File: src/rtl/bank_guard_pkg.sv
package bank_guard_pkg;

  typedef enum logic [1:0] {
    CMD_NONE = 2'd0,
    CMD_ACT  = 2'd1,
    CMD_RD   = 2'd2,
    CMD_PRE  = 2'd3
  } cmd_e;

  typedef enum logic [2:0] {
    VC_NONE  = 3'd0,
    VC_RTP   = 3'd1,
    VC_RAS   = 3'd2,
    VC_RP    = 3'd3,
    VC_RC    = 3'd4,
    VC_STATE = 3'd5
  } vcode_e;

endpackage

File: src/rtl/guard_cmd_decode.sv
module guard_cmd_decode
  import bank_guard_pkg::*;
(
  input  logic sel_n,
  input  logic row_n,
  input  logic col_n,
  input  logic wr_n,
  output cmd_e cmd
);
  always_comb begin
    cmd = CMD_NONE;
    if (!sel_n) begin
      unique case ({row_n, col_n, wr_n})
        3'b011:  cmd = CMD_ACT;
        3'b101:  cmd = CMD_RD;
        3'b010:  cmd = CMD_PRE;
        default: cmd = CMD_NONE;
      endcase
    end
  end
endmodule

File: src/rtl/guard_sat_counter.sv
module guard_sat_counter #(
  parameter int W = 6
) (
  input  logic         clk,
  input  logic         rst,
  input  logic         restart,
  output logic [W-1:0] count
);
  localparam logic [W-1:0] TOP = '1;

  always_ff @(posedge clk) begin
    if (rst)                count <= TOP;
    else if (restart)       count <= W'(1);
    else if (count != TOP)  count <= count + 1'b1;
  end

  AST_NO_WRAP: assert property (@(posedge clk) disable iff (rst)
    (count == TOP && !restart) |=> (count == TOP));
endmodule

File: src/rtl/guard_bank_tracker.sv
module guard_bank_tracker
  import bank_guard_pkg::*;
#(
  parameter int CNT_W = 6,
  parameter int LIM_W = 6
) (
  input  logic             clk,
  input  logic             rst,
  input  logic             hit_act,
  input  logic             hit_pre,
  input  logic             hit_rd,
  input  logic [LIM_W-1:0] lim_ras,
  input  logic [LIM_W-1:0] lim_rp,
  input  logic [LIM_W-1:0] lim_rc,
  input  logic [LIM_W-1:0] lim_rtp,
  output logic             is_open,
  output logic             pre_ok,
  output logic             act_ok,
  output vcode_e           err
);
  localparam int CW = ((CNT_W > LIM_W) ? CNT_W : LIM_W) + 1;

  logic [CNT_W-1:0] since_act, since_pre, since_rd;
  logic ras_met, rp_met, rc_met, rtp_met;

  guard_sat_counter #(.W(CNT_W)) u_act (
    .clk(clk), .rst(rst), .restart(hit_act), .count(since_act));
  guard_sat_counter #(.W(CNT_W)) u_pre (
    .clk(clk), .rst(rst), .restart(hit_pre), .count(since_pre));
  guard_sat_counter #(.W(CNT_W)) u_rd (
    .clk(clk), .rst(rst), .restart(hit_rd), .count(since_rd));

  assign ras_met = CW'(since_act) >= CW'(lim_ras);
  assign rc_met  = CW'(since_act) >= CW'(lim_rc);
  assign rp_met  = CW'(since_pre) >= CW'(lim_rp);
  assign rtp_met = CW'(since_rd)  >= CW'(lim_rtp);

  always_ff @(posedge clk) begin
    if (rst)          is_open <= 1'b0;
    else if (hit_pre) is_open <= 1'b0;
    else if (hit_act) is_open <= 1'b1;
  end

  assign pre_ok = !is_open || (ras_met && rtp_met);
  assign act_ok = !is_open && rp_met && rc_met;

  always_comb begin
    err = VC_NONE;
    if (hit_pre && is_open) begin
      if (!rtp_met)      err = VC_RTP;
      else if (!ras_met) err = VC_RAS;
    end else if (hit_act) begin
      if (!rp_met)       err = VC_RP;
      else if (!rc_met)  err = VC_RC;
      else if (is_open)  err = VC_STATE;
    end else if (hit_rd && !is_open) begin
      err = VC_STATE;
    end
  end

  AST_ACT_OPENS: assert property (@(posedge clk) disable iff (rst)
    (hit_act && !hit_pre) |=> is_open);
  AST_PRE_CLOSES: assert property (@(posedge clk) disable iff (rst)
    hit_pre |=> !is_open);
endmodule

File: src/rtl/guard_viol_arbiter.sv
module guard_viol_arbiter
  import bank_guard_pkg::*;
#(
  parameter int NB = 8,
  localparam int BW = (NB > 1) ? $clog2(NB) : 1
) (
  input  vcode_e          err [NB],
  output logic            found,
  output vcode_e          best,
  output logic [BW-1:0]   idx
);
  always_comb begin
    found = 1'b0;
    best  = VC_NONE;
    idx   = '0;
    for (int i = 0; i < NB; i++) begin
      if (err[i] != VC_NONE && (!found || err[i] < best)) begin
        found = 1'b1;
        best  = err[i];
        idx   = BW'(i);
      end
    end
  end
endmodule

File: src/rtl/bank_precharge_guard.sv
module bank_precharge_guard
  import bank_guard_pkg::*;
#(
  parameter int NUM_BANKS = 8,
  parameter int CNT_W     = 6,
  parameter int CFG_W     = 5,
  localparam int BA_W     = (NUM_BANKS > 1) ? $clog2(NUM_BANKS) : 1,
  localparam int LIM_W    = CFG_W + 1
) (
  input  logic                 clk,
  input  logic                 rst,
  input  logic                 sel_n,
  input  logic                 row_n,
  input  logic                 col_n,
  input  logic                 wr_n,
  input  logic [BA_W-1:0]      bank_sel,
  input  logic                 pre_all_sel,
  input  logic [CFG_W-1:0]     cfg_al,
  input  logic [CFG_W-1:0]     cfg_bl,
  input  logic [CFG_W-1:0]     cfg_tras,
  input  logic [CFG_W-1:0]     cfg_trp,
  input  logic [CFG_W-1:0]     cfg_trc,
  input  logic                 cfg_hifreq,
  output logic [NUM_BANKS-1:0] bank_open,
  output logic [NUM_BANKS-1:0] pre_ready,
  output logic [NUM_BANKS-1:0] act_ready,
  output logic                 viol,
  output logic [2:0]           viol_code,
  output logic [BA_W-1:0]      viol_bank
);
  cmd_e              cmd;
  logic [LIM_W-1:0]  lim_rtp, lim_ras, lim_rp, lim_rc;
  vcode_e            bank_err [NUM_BANKS];
  logic              any_err;
  vcode_e            top_err;
  logic [BA_W-1:0]   top_bank;

  guard_cmd_decode u_dec (
    .sel_n(sel_n), .row_n(row_n), .col_n(col_n), .wr_n(wr_n), .cmd(cmd));

  assign lim_rtp = LIM_W'(cfg_al) + LIM_W'(cfg_bl >> 1) + LIM_W'(cfg_hifreq);
  assign lim_ras = LIM_W'(cfg_tras);
  assign lim_rp  = LIM_W'(cfg_trp);
  assign lim_rc  = LIM_W'(cfg_trc);

  for (genvar b = 0; b < NUM_BANKS; b++) begin : g_bank
    logic match;
    assign match = (bank_sel == BA_W'(b));

    guard_bank_tracker #(.CNT_W(CNT_W), .LIM_W(LIM_W)) u_trk (
      .clk     (clk),
      .rst     (rst),
      .hit_act (cmd == CMD_ACT && match),
      .hit_pre (cmd == CMD_PRE && (pre_all_sel || match)),
      .hit_rd  (cmd == CMD_RD && match),
      .lim_ras (lim_ras),
      .lim_rp  (lim_rp),
      .lim_rc  (lim_rc),
      .lim_rtp (lim_rtp),
      .is_open (bank_open[b]),
      .pre_ok  (pre_ready[b]),
      .act_ok  (act_ready[b]),
      .err     (bank_err[b])
    );
  end

  guard_viol_arbiter #(.NB(NUM_BANKS)) u_arb (
    .err(bank_err), .found(any_err), .best(top_err), .idx(top_bank));

  always_ff @(posedge clk) begin
    if (rst) begin
      viol      <= 1'b0;
      viol_code <= 3'd0;
      viol_bank <= '0;
    end else begin
      viol      <= any_err;
      viol_code <= top_err;
      viol_bank <= top_bank;
    end
  end

  AST_RESET_CLEAN: assert property (@(posedge clk)
    rst |=> (bank_open == '0 && !viol && act_ready == '1));
  AST_PREALL_CLOSES: assert property (@(posedge clk) disable iff (rst)
    (cmd == CMD_PRE && pre_all_sel) |=> (bank_open == '0));
  AST_CODE_LEGAL: assert property (@(posedge clk) disable iff (rst)
    viol |-> (viol_code >= 3'd1 && viol_code <= 3'd5));
  AST_IDLE_ZERO: assert property (@(posedge clk) disable iff (rst)
    !viol |-> (viol_code == 3'd0));
  AST_ACT_READY_QUIET: assert property (@(posedge clk) disable iff (rst)
    (cmd == CMD_ACT && act_ready[bank_sel]) |=> !viol);
  AST_PRE_READY_QUIET: assert property (@(posedge clk) disable iff (rst)
    (cmd == CMD_PRE && !pre_all_sel && pre_ready[bank_sel]) |=> !viol);
  AST_NOCMD_QUIET: assert property (@(posedge clk) disable iff (rst)
    (cmd == CMD_NONE) |=> (!viol && $stable(bank_open)));
endmodule

File: config.mk
export PLATFORM = sky130hd
export DESIGN_NAME = bank_precharge_guard
export DESIGN_NICKNAME = d
export VERILOG_FILES = /design/src/rtl/bank_guard_pkg.sv /design/src/rtl/guard_cmd_decode.sv /design/src/rtl/guard_sat_counter.sv /design/src/rtl/guard_bank_tracker.sv /design/src/rtl/guard_viol_arbiter.sv /design/src/rtl/bank_precharge_guard.sv
export SDC_FILE = /design/constraint.sdc
export NUM_CORES = 1
export LEC_CHECK = 0
export BUFFER_PORTS_ARGS = -buffer_cell sky130_fd_sc_hd__buf_2
export CORE_MARGIN = 10
export CORE_UTILIZATION = 55
export DETAILED_ROUTE_END_ITERATION = 10
export GPL_ROUTABILITY_DRIVEN = 0
export HOLD_SLACK_MARGIN = 0.12
export PLACE_DENSITY = 0.71
export SKIP_CTS_REPAIR_TIMING = 1
export SYNTH_ARGS = -nofsm -noshare
export SYNTH_HDL_FRONTEND = slang
export SYNTH_SLANG_ARGS = --single-unit
File: constraint.sdc
create_clock -name clk -period 27.3 [get_ports clk]
set_input_delay 1.365 -clock clk [delete_from_list [all_inputs] [get_ports clk]]
set_output_delay 1.365 -clock clk [all_outputs]
set_load 0.03 [all_outputs]
## Word level (Yosys, flattened, before mapping)

Cells that the tools add are included.

- Add/sub/neg operators: 26
- Magnitude comparators: 39
- Equal/unequal tests: 37
- Multiplexer cells: 137
- Reduce and logical (&&, ||, !) cells: 166

Operators with widths:

| kind | number |
|---|---|
| 6-bit two-way mux | 48 |
| 3-bit two-way mux | 68 |
| 6-bit by 1-bit adder with 6-bit output, second input constant | 24 |
| 6-bit by 5-bit >= comparator with 1-bit output | 24 |
| 6-bit != test, second input constant | 24 |
| 1-bit logical AND | 71 |
| 6-bit >= comparator | 8 |
| 2-bit nonzero test | 24 |
| 2-bit OR reduction | 24 |
| 3-bit nonzero test | 8 |
| 1-bit logical OR | 23 |
| 2-bit two-way mux | 11 |
| 3-bit < comparator | 7 |
| 3-bit == test, second input constant | 5 |
| 1-bit logical NOT | 15 |
| 3-bit by 2-bit == test with 1-bit output, second input constant | 4 |
| 1-bit two-way mux | 9 |
| 5-bit by 4-bit adder with 6-bit output | 1 |
| 6-bit by 1-bit adder with 6-bit output | 1 |
| 2-bit one-hot mux with 3 select lines | 1 |
| 2-bit == test, second input constant | 2 |
| 3-bit by 1-bit == test with 1-bit output, second input constant | 1 |
| 3-bit logical NOT | 1 |
| 2-bit by 1-bit == test with 1-bit output, second input constant | 1 |

- Register bits after elaboration: 159
- Input bits: 36
- Output and inout port bits: 31

## Depth between registers and ports, before layout

Gate-level depths: netlist of the first run.

- Word-level depth: 39
- Gate-level depth with buffers: 56
- Gate-level depth less buffers: 56

## Hierarchy

A second synthesis of the first run with hierarchy kept.

- Cells, all modules: 1,870
- Area, all modules: 14,868.0 sq um

By module, submodules not included:

| module | times used | cells an instance | area an instance (sq um) | seq. area each (sq um) |
|---|---|---|---|---|
| guard_sat_counter | 24 | 35 | 304.0 | 120.1 |
| guard_bank_tracker | 8 | 98 | 724.4 | 20.0 |
| guard_viol_arbiter | 1 | 173 | 1,227.4 | 0.0 |
| bank_precharge_guard | 1 | 69 | 519.2 | 140.1 |
| guard_cmd_decode | 1 | 4 | 28.8 | 0.0 |

## Worst setup path before layout of the first run

Ideal clock, no wire load.

- Path kind: input port to flip-flop
- Start point: in cfg_al[0]
- End point: reg viol_bank[1]
- Arrival time: 11.225 ns
- Path slack: 15.941 ns
- Stages: 53
- Cell sequence: fa_1 inv_1 fa_1 ha_1 a2111oi_0 nor4_1 nor4_1 nor2b_1 o21a_1 inv_1 ha_1 a21oi_1 inv_1 a2111o_1 a31oi_1 mux2i_1 inv_1 ha_1 [17 not listed] nand2_1 nor2_1 o31ai_1 and2_1 o21ai_2 inv_1 ha_1 nand2_1 a21o_1 o21ai_1 mux2i_1 ha_1 a21oi_1 a21boi_0 o21ba_2 a21oi_1 and2_1 a21oi_1

- Word-level cells in the longest chain between the ends: 35
- Elaborated cells between the ends (all ways): 82
- Classes of those cells: 2 x add/sub; 15 x order compare; 36 x mux; 29 x reduce/logical

RTL lines:

| item | RTL line | source |
|---|---|---|
| start, declared | bank_precharge_guard.sv:18 | `input logic [CFG_W-1:0] cfg_al,` |
| 5-bit by 4-bit adder with 6-bit output (*) | bank_precharge_guard.sv:41 | `assign lim_rtp = LIM_W'(cfg_al) + LIM_W'(cfg_bl >> 1) + LIM_W'(cfg_hifreq);` |
| 6-bit by 1-bit adder with 6-bit output (*) | bank_precharge_guard.sv:41 |  |
| 6-bit >= comparator | guard_bank_tracker.sv:36 | `assign rtp_met = CW'(since_rd) >= CW'(lim_rtp);` |
| 3-bit two-way mux | guard_bank_tracker.sv:50 | `if (!rtp_met) err = VC_RTP;` |
| 3-bit two-way mux | guard_bank_tracker.sv:49 | `if (hit_pre && is_open) begin` |
| 3-bit nonzero test | guard_viol_arbiter.sv:17 | `if (err[i] != VC_NONE && (!found \|\| err[i] < best)) begin` |
| 3-bit two-way mux or 1-bit two-way mux (tied branches) | guard_viol_arbiter.sv:17 |  |
| 3-bit < comparator or 1-bit logical NOT (tied branches) | guard_viol_arbiter.sv:17 |  |
| [19 not listed] | - |  |
| 3-bit < comparator or 1-bit logical NOT (tied branches) | guard_viol_arbiter.sv:17 |  |
| 1-bit logical OR | guard_viol_arbiter.sv:17 |  |
| 1-bit logical AND | guard_viol_arbiter.sv:17 |  |
| 3-bit two-way mux or 1-bit two-way mux (tied branches) | guard_viol_arbiter.sv:17 |  |
| 3-bit < comparator or 1-bit logical NOT (tied branches) | guard_viol_arbiter.sv:17 |  |
| 1-bit logical OR | guard_viol_arbiter.sv:17 |  |
| 1-bit logical AND | guard_viol_arbiter.sv:17 |  |
| 3-bit two-way mux (*) | guard_viol_arbiter.sv:17 |  |
| end signal, assigned | bank_precharge_guard.sv:78 | `viol_bank <= top_bank;` |
| end, declared | bank_precharge_guard.sv:29 | `output logic [BA_W-1:0] viol_bank` |

Mark *: on every way between the ends. The rest lies on a longest branch, timed or not.
A chain may end at the register's enable or synchronous reset.

## Worst setup path in the final report of the first run

- Start point: in cfg_al[0]
- End point: reg viol_bank[2]

The elaborated chain is that of the path after synthesis.

==> flow_results.org, run 1 <==
** Cells and area
- Total Nets Final :: roughly 1.8k
- Share of final-layout standard cells stronger than drive strength 1 :: 9.226%
- Once layout is complete, the utilization of the core stands at just over 60%.
- Layout-stage area growth over the synthesis result :: 8.673%
- Antenna diode count :: 0
- For this run, the number of standard cells in the final layout without fillers is 1830.

** Logic synthesis
- Post-Synthesis Mean Instance Area :: approximately 8.3 um2
- Fraction of the yosys area taken by sequential cells :: 25.72%
- Net Count, Synth :: around 1.7k
- Synthesized netlist cell count :: 1499
- The synthesized design contains between 150 and 200 register bits.
- Among all flip-flop cells after synthesis, the most frequent one is sky130_fd_sc_hd__dfxtp_1.
- Count of distinct cell types in the synthesized netlist :: 83
- During synthesis, Yosys emitted a total of 0 warnings.
- After synthesis the cells add up to between 10000 and 15000 um2.
- Counting flops with a built-in enable in the synthesized netlist gives 0.
- Share of synthesized registers carrying an async set or reset :: 0%

** Timing
- The clock arrives with slightly above 10 ps of skew.
- Ratio of final minimum period to clock period :: ~47%
- Measured against its own limit, the worst slew margin works out to 39.13%.
- Setup TNS :: 0 ps
- Final hold violation count :: 0
- PnR worst setup slack :: roughly 15000 ps
- Worst Tran Pin Value :: between 900 and 1000 ps
- Highest attainable clock frequency :: between 70 and 80 MHz
- Clock period minus final worst setup slack :: around 13000 ps
- Setup violations remaining at the end of the flow were counted as 0.
- The number of pins exceeding their max-slew limit in the final report came to 0.
- Setup repair after global routing missed its margin :: false

** Routing
- Iter 0 DRT Violations :: around 700
- Detailed routing inserted a total of about 11k vias.
- Using the TritonRoute via totals, the vias-per-cell ratio works out to 6.096.
- The first TritonRoute pass finished after 6 iterations.
- Mean routed wirelength per cell :: 17.19 um
- Total DRC errors in the routed layout :: 0
- Residual antenna-violating net count after detailed routing :: 0
- DRT Wirelength :: about 31000 um

** Clocking
- Clock slew at the register clock pins of the worst setup and hold paths :: 60 ps
- Buffers inserted during clock tree synthesis total 17.
- Clock insertion delay at the later pin of the skew report :: ~420 ps
- The clock passes through at most 2 buffers.
- Number of H-tree levels :: 4
- TritonCTS clock tree :: yes
- The clock net in this run drives a total of 159 sinks.
- Root Buffer :: sky130_fd_sc_hd__clkbuf_16

** Hold path
- Along the worst hold path, the cell count comes to 2.
- The worst hold path belongs to the class reg -> reg.

** GRT
- Global routing usage summed across all routing layers :: between 20% and 30%
- Vias in the first global route :: between 10k and 15k
- Global routing finished with a remaining overflow of 0.
- The number of antenna violations at the first check in global routing was 0.
- Entering global routing, the biggest net connects 98 pins.
- The first global-routing pass estimated 51450 um of wire.

** Floorplanning
- Cell Rows :: 54
- The initial utilization of the core area, before any placement, comes to 56.37%.
- Boundary Pins :: 67
- After floorplanning, the core was sized to cover 21960 um2.
- Die Ht :: 170.0 um
- The floorplan step set the die width to roughly 170 um.
- The die covers a little under 30000 um2.

** Power and ir drop
- In this run the power density over the cells is roughly 96 nW/um2.
- Max VDD drop :: between 0.00006 and 0.00007 V
- Power comes to roughly 1300 uW.
- Leakage component of the power :: 0.006078 uW

** Place
- Timing analysis after detailed placement gives a worst setup slack of 14310 ps.
- The HPWL after detailed placement is approximately 24000 um.
- Number of placed instances, taps included :: 1798
- The count of buffers added on input and output ports is between 60 and 70.

** Setup path
- At the worst endpoint, the required time is 27560 ps.
- Crit start category :: input port
- Largest fanout on the critical path :: 8
- Worst setup path class :: in -> reg
- Counting cells, the worst reg-to-reg path comes to 53.
- Worst setup EP type :: flop
- The most numerous cell type found on the critical path is sky130_fd_sc_hd__ha_1.
- Slowest cell delay on critical path :: approximately 710 ps
- Critical path arrival :: 13030 ps
- The slowest stage of the critical path is the sky130_fd_sc_hd__a2111oi_0 cell.

** Job
- Number of maximum-capacitance violations :: 0

** Outcome
- Result of the run :: completed
area by class of cell:
type | instances | area [um2]
clock inverters | 12 | 182.7
clock buffers | 20 | 446.7
flip-flops and latches | 159 | 3183
inverters | 65 | 244.0
well taps | 280 | 350.3
fillers | 1964 | 8507
multi-input cells | 1222 | 8667
repair buffers | 72 | 377.9
worst paths after layout:
path,slack (ps),startpoint,end
min,550,g_bank[2].u_trk.u_rd.count[5],g_bank[2].u_trk.u_rd.count[4]
min reg2reg,550,g_bank[2].u_trk.u_rd.count[5],g_bank[2].u_trk.u_rd.count[4]
max reg2reg,16170,g_bank[1].u_trk.u_rd.count[0],viol_bank[2]
max,14530,cfg_al[0],viol_bank[2]
metrics by stage:
stage	hold slack (ps)	area, um2
after floorplan	503.3	12380
after global placement	529.5	12820
after detailed placement	550.3	12820
after CTS	551.0	13450
after global routing	599.7	13450
final	551.1	13450
registers in the layout, indices dropped and copies added, names as in the netlist:
name                      count
g_bank.u_trk.u_act.count     48
g_bank.u_trk.u_pre.count     48
viol_code                     3
g_bank.u_trk.is_open          8
viol_bank                     3
viol                          1
g_bank.u_trk.u_rd.count      48
layer usage:
layer	vias up	GRT usage (%)	wire length, um
met5	-	0	0
met4	0	5.339	589
met3	40	3.957	1898
met2	304	36.00	14350
met1	5197	28.49	14620
li1	5614	-	-
layout by cell type, fill, tap and decap left out, types with 5 or more instances in the layout:
cell | Yosys | final
sky130_fd_sc_hd__o21ai_0 | 216 | 216
sky130_fd_sc_hd__ha_1 | 201 | 201
sky130_fd_sc_hd__dfxtp_1 | 159 | 159
sky130_fd_sc_hd__nand3_1 | 126 | 126
sky130_fd_sc_hd__nor2_1 | 90 | 90
sky130_fd_sc_hd__nand2_1 | 82 | 82
sky130_fd_sc_hd__buf_2 | 1 | 65
sky130_fd_sc_hd__inv_1 | 63 | 62
sky130_fd_sc_hd__and3_1 | 54 | 54
sky130_fd_sc_hd__a21oi_1 | 53 | 53
sky130_fd_sc_hd__nand2b_1 | 35 | 35
sky130_fd_sc_hd__mux2i_1 | 34 | 34
sky130_fd_sc_hd__xnor2_1 | 28 | 28
sky130_fd_sc_hd__a21o_1 | 26 | 26
sky130_fd_sc_hd__mux2_2 | 20 | 20
sky130_fd_sc_hd__nor3_1 | 19 | 19
sky130_fd_sc_hd__or3_1 | 18 | 18
sky130_fd_sc_hd__nor2b_1 | 17 | 17
sky130_fd_sc_hd__clkbuf_16 | 0 | 17
sky130_fd_sc_hd__and2_1 | 14 | 14
sky130_fd_sc_hd__a211oi_1 | 14 | 14
sky130_fd_sc_hd__nand3b_1 | 13 | 13
sky130_fd_sc_hd__a31oi_1 | 12 | 12
sky130_fd_sc_hd__o21ai_1 | 12 | 12
sky130_fd_sc_hd__o21a_1 | 11 | 11
sky130_fd_sc_hd__o211ai_1 | 11 | 11
sky130_fd_sc_hd__nor4_1 | 10 | 10
sky130_fd_sc_hd__a21boi_1 | 10 | 10
sky130_fd_sc_hd__a211o_1 | 7 | 7
sky130_fd_sc_hd__buf_4 | 24 | 7
sky130_fd_sc_hd__nor3b_1 | 6 | 6
sky130_fd_sc_hd__a2111oi_0 | 6 | 6
sky130_fd_sc_hd__o31ai_1 | 5 | 5
cell families after synthesis:
group | synth area share (%)
multiplexers | 4.690
XOR/XNOR | 2.123
adder cells (fa/ha/maj) | 20.96
AND/OR/NAND/NOR | 21.16
buffers and inverters | 4.316
flip-flops | 25.72
AO/OA/AOI/OAI | 21.04
synthesized netlist by cell type, types with 3 or more instances:
| cell type | count | share of area [%] |
|---|---|---|
| sky130_fd_sc_hd__o21ai_0 | 216 | 8.7 |
| sky130_fd_sc_hd__nor2_1 | 90 | 2.7 |
| sky130_fd_sc_hd__nor4_1 | 10 | 0.51 |
| sky130_fd_sc_hd__mux2i_1 | 34 | 2.7 |
| sky130_fd_sc_hd__ha_1 | 201 | 20 |
| sky130_fd_sc_hd__nor3_1 | 19 | 0.77 |
| sky130_fd_sc_hd__or3_1 | 18 | 0.91 |
| sky130_fd_sc_hd__a21o_1 | 26 | 1.6 |
| sky130_fd_sc_hd__nor2b_1 | 17 | 0.86 |
| sky130_fd_sc_hd__nand2b_1 | 35 | 1.8 |
| sky130_fd_sc_hd__a211oi_1 | 14 | 0.85 |
| sky130_fd_sc_hd__o21bai_1 | 3 | 0.18 |
| sky130_fd_sc_hd__maj3_1 | 4 | 0.32 |
| sky130_fd_sc_hd__a31oi_1 | 12 | 0.61 |
| sky130_fd_sc_hd__and3_1 | 54 | 2.7 |
| sky130_fd_sc_hd__o21ai_1 | 12 | 0.49 |
| sky130_fd_sc_hd__a2111oi_0 | 6 | 0.42 |
| sky130_fd_sc_hd__nand2_1 | 82 | 2.5 |
| sky130_fd_sc_hd__o31ai_1 | 5 | 0.30 |
| sky130_fd_sc_hd__mux2_2 | 20 | 1.8 |
| sky130_fd_sc_hd__a21boi_0 | 3 | 0.18 |
| sky130_fd_sc_hd__buf_4 | 24 | 1.5 |
| sky130_fd_sc_hd__clkbuf_1 | 28 | 0.85 |
| sky130_fd_sc_hd__nor3b_1 | 6 | 0.36 |
| sky130_fd_sc_hd__a22o_1 | 3 | 0.21 |
| sky130_fd_sc_hd__and2_1 | 14 | 0.71 |
| sky130_fd_sc_hd__a211o_1 | 7 | 0.50 |
| sky130_fd_sc_hd__xnor2_1 | 28 | 2.0 |
| sky130_fd_sc_hd__inv_1 | 63 | 1.9 |
| sky130_fd_sc_hd__o21a_1 | 11 | 0.67 |
| sky130_fd_sc_hd__o211ai_1 | 11 | 0.67 |
| sky130_fd_sc_hd__dfxtp_1 | 159 | 26 |
| sky130_fd_sc_hd__a21oi_1 | 53 | 2.1 |
| sky130_fd_sc_hd__a21boi_1 | 10 | 0.61 |
| sky130_fd_sc_hd__nand3b_1 | 13 | 0.79 |
| sky130_fd_sc_hd__nand3_1 | 126 | 5.1 |
worst max-delay path, delay by kind of cell:
family,cells,cell delay [ps]
AOI/OAI and AO/OA,24,5030
adders and majority gates,10,2970
and+or+nand+nor,10,1680
muxes,5,1540
buffers and inverters,6,460
power by group:
group | leakage [uW] | internal [uW] | switching, uW
Combinational | 0.00446 | 309 | 328
Sequential | 0.00132 | 312 | 90.6
Clock | 0.000297 | 156 | 100
Total | 0.00608 | 777 | 519
(Power assumes the default switching activity.)
==> run 2, diff against run 1 <==
--- a/config.mk
+++ b/config.mk
@@ -11,7 +11,7 @@
 export DETAILED_ROUTE_END_ITERATION = 10
 export GPL_ROUTABILITY_DRIVEN = 0
 export HOLD_SLACK_MARGIN = 0.12
-export PLACE_DENSITY = 0.71
+export PLACE_DENSITY = 0.74
 export SKIP_CTS_REPAIR_TIMING = 1
 export SYNTH_ARGS = -nofsm -noshare
 export SYNTH_HDL_FRONTEND = slang
==> constraint.sdc (replaced) <==
create_clock -name clk -period 10.7 [get_ports clk]
set_input_delay 0.535 -clock clk [delete_from_list [all_inputs] [get_ports clk]]
set_output_delay 0.535 -clock clk [all_outputs]
set_load 0.03 [all_outputs]
==> run 2 against run 1 <==
  * Sequential share of layout area is 0.65 points lower
  * Highest routed layer unchanged
  * Total power grew to 2.6 times the previous value
  * Sequential power grew to 2.6 times the previous value
  * Cell count is 2.0% higher
  * Count of clock-buffer cells in the layout is 1 lower
  * Core utilization is 1.7 points higher
  * Critical path depth is 1 higher
==> flow_results.org, run 2 (same netlist as run 1, synthesis figures left out) <==
** Setup path
- The largest stage delay on the critical path was 440 ps (-270 ps).
- Largest fanout on the critical path :: 3 (-5)
- Slowest-stage cell, CP :: sky130_fd_sc_hd__fa_1
- The worst setup path is captured at a flop.
- The arrival time at the worst endpoint is 10510 ps (-2520 ps).
- The required arrival time at the worst endpoint came to 10990 ps (-16570 ps).
- The cell that appears most often on the critical path is sky130_fd_sc_hd__ha_1.
- Crit start category :: input port
- The critical path in this run is classified as in -> reg.

** Floorplanning
- Boundary Pins :: 67 (unchanged)
- Die Wd :: 170.0 um (unchanged)
- Initial Utilization :: 56.37% (unchanged)
- The full die area is 28910 um2 (unchanged).
- Core Box Area :: 21960 um2 (unchanged)
- Die Ht :: 170.0 um (unchanged)
- Cell Rows :: 54 (unchanged)

** Power and ir drop
- The static leakage power is 0.006279 uW (+3.3%).
- The sequential cell fraction of total power is 30.9% (about the same).
- The largest voltage drop on the vdd net came to 0.0001272 V (+110%).
- The total power is 3334 uW (+160%).
- Switching component of the power :: 1345 uW (+160%)
- The power density over the cells came to 241.0 nW/um2 (+150%).
- Share of total power in the clock network :: 19.7% (about the same)
- The share of power burned in combinational logic is 49.3% (+0.2 points).
- The switching part of the total is 40.34% (+0.27 points).
- The internal power was 1989 uW (+160%).

** GRT
- Antenna violations before repair :: 0 (unchanged)
- The global routing usage summed across all routing layers was 22.25% (+0.56 points).
- The first-pass GRT wire length is 52630 um (+2.3%).
- The pin count of the biggest net entering global routing was 70 (-29%).
- Total gr overflow :: 0 (unchanged)
- The via count of the first global-routing pass came to 10.60k (+4.5%).

** Timing
- Highest attainable clock frequency :: roughly 98 MHz
- Ratio of final minimum period to clock period :: between 90 and 100%
- Number of pins with negative max-slew slack in the final report :: 0 (unchanged)
- The worst path in the final design needs a cycle of between 10000 and 15000 ps, including I/O delays and setup.
- Final hold violation count :: 0 (unchanged)
- The worst max-slew margin expressed relative to the limit came to 37.70% (-1.4 points).
- The setup violation total in the final timing report is 0 (unchanged).
- Clock Skews :: 9.668 ps (-0.4967 ps)
- Worst Tran Pin Value :: 933.2 ps (+20.19 ps)
- PnR worst setup slack :: 478.0 ps (-14050 ps)

** Cells and area
- The library cells used most frequently in the layout, excluding fill and tap cells, are sky130_fd_sc_hd__o21ai_0 (215), sky130_fd_sc_hd__ha_1 (200), sky130_fd_sc_hd__dfxtp_1 (159).
- Regs by FF count :: g_bank.u_trk.u_act.count: 48 flops, g_bank.u_trk.u_pre.count: 48 flops, g_bank.u_trk.u_rd.count: 48 flops
- Total Nets Final :: 1814 (+2.1%)
- Layout-stage area growth over the synthesis result :: 11.76%
- Fin cells :: 1867 (+2.0%)
- Share of final-layout standard cells stronger than drive strength 1 :: 12.67% (+3.4 points)
- Antenna diode count :: 0 (unchanged)
- Leaving out fill and tap cells, the most frequent cell in the layout is sky130_fd_sc_hd__o21ai_0.
- The core utilization of the finished layout is 63.00% (+1.7 points).

** Clocking
- Number of sinks handled by clock tree synthesis :: 159 (unchanged)
- Root Buffer :: sky130_fd_sc_hd__clkbuf_16
- CTS Buf Count :: 17 (unchanged)
- Number of H-tree levels :: 4 (unchanged)
- TritonCTS built the clock tree.
- Clock slew at the register clock pins of the worst setup and hold paths :: 70 ps (about the same)
- Clock buffer depth :: 2 (unchanged)
- Clock insertion delay at the later pin of the skew report :: 440 ps (+20 ps)

** Place
- The minimum setup slack after placement came to -535.0 ps (-14840 ps).
- Number of placed instances, taps included :: 1832 (+1.9%)
- # port buffers :: 65 (unchanged)
- The HPWL reported at the end of detailed placement is 24520 um (+4.0%).

** Routing
- The via count of the routed design was 11.31k (+1.4%).
- The remaining number of nets flagged by the antenna check after routing is 0 (unchanged).
- DRT Wirelength :: 32360 um (+2.9%)
- The post-detailed-route DRC marker count is 0 (unchanged).
- Ratio of routed vias to standard cells :: 6.058 (-0.61%)
- The starting DRC count in detailed routing is 824 (+18%).
- Mean routed wirelength per cell :: 17.33 um (+0.83%)
- The number of search-and-repair iterations in the first detailed-routing pass is 5 (-1).

** Outcome
- Result of the run :: completed

** Hold path
- Hold Path Class :: reg -> reg

** Job
- The number of violations of the max-capacitance limit came to 0 (unchanged).
==> run 2: cell type report <==
cell class                 count  area, um2
clock buffer                  19      432.9
clock inverter                12      185.2
fill                        1881       8125
inverter                      65      244.0
multi-input combinational   1222       8775
sequential                   159       3183
tap                          280      350.3
timing repair buffer         110      663.1
==> run 2: metrics by stage <==
| step | hold WS, ps | TNS, ps | instance area, um2 |
|---|---|---|---|
| after floorplan | 503.3 | 0 | 12380 |
| after global placement | 535.6 | -267.2 | 13080 |
| after detailed placement | 552.2 | -2249 | 13080 |
| after CTS | 567.1 | -364.1 | 13700 |
| after global routing | 588.3 | -366.6 | 13830 |
| final | 571.9 | 0 | 13830 |
==> run 2: worst paths after layout <==
check,from,to,slack [ps],cells past startpoint
worst max register to register,g_bank[1].u_trk.u_rd.count[0],viol_bank[2],920,54
worst min-delay path,g_bank[3].u_trk.u_rd.count[0],g_bank[3].u_trk.u_rd.count[0],570,2
worst min register to register,g_bank[3].u_trk.u_rd.count[0],g_bank[3].u_trk.u_rd.count[0],570,2
worst max-delay path,cfg_al[0],viol_bank[2],480,56
==> run 2: metal layers <==
layer / up-vias / routed length (um) / global-route usage (%)
met5: - / 0 / 0
met4: 0 / 622 / 6.369
met3: 46 / 2114 / 4.674
met2: 300 / 14640 / 36.69
met1: 5285 / 14990 / 28.71
li1: 5680 / - / -
==> run 2: critical path, delay by kind of cell <==
kind	cells	cell delay [ps]
compound gates	24	4030
fa+ha+maj	10	2690
buf+inv	7	600
mux	5	1350
simple gates	10	1300
==> run 2: power groups by stage <==
| stage | clock, uW | combinational [uW] | sequential (uW) |
|---|---|---|---|
| finish | 657 | 1650 | 1030 |
| global route | 685 | 1910 | 1070 |
| CTS | 664 | 1640 | 1030 |
| detailed placement | 0 | 1620 | 1040 |
| global placement | 0 | 1550 | 1030 |
| floorplan | 0 | 1340 | 972 |
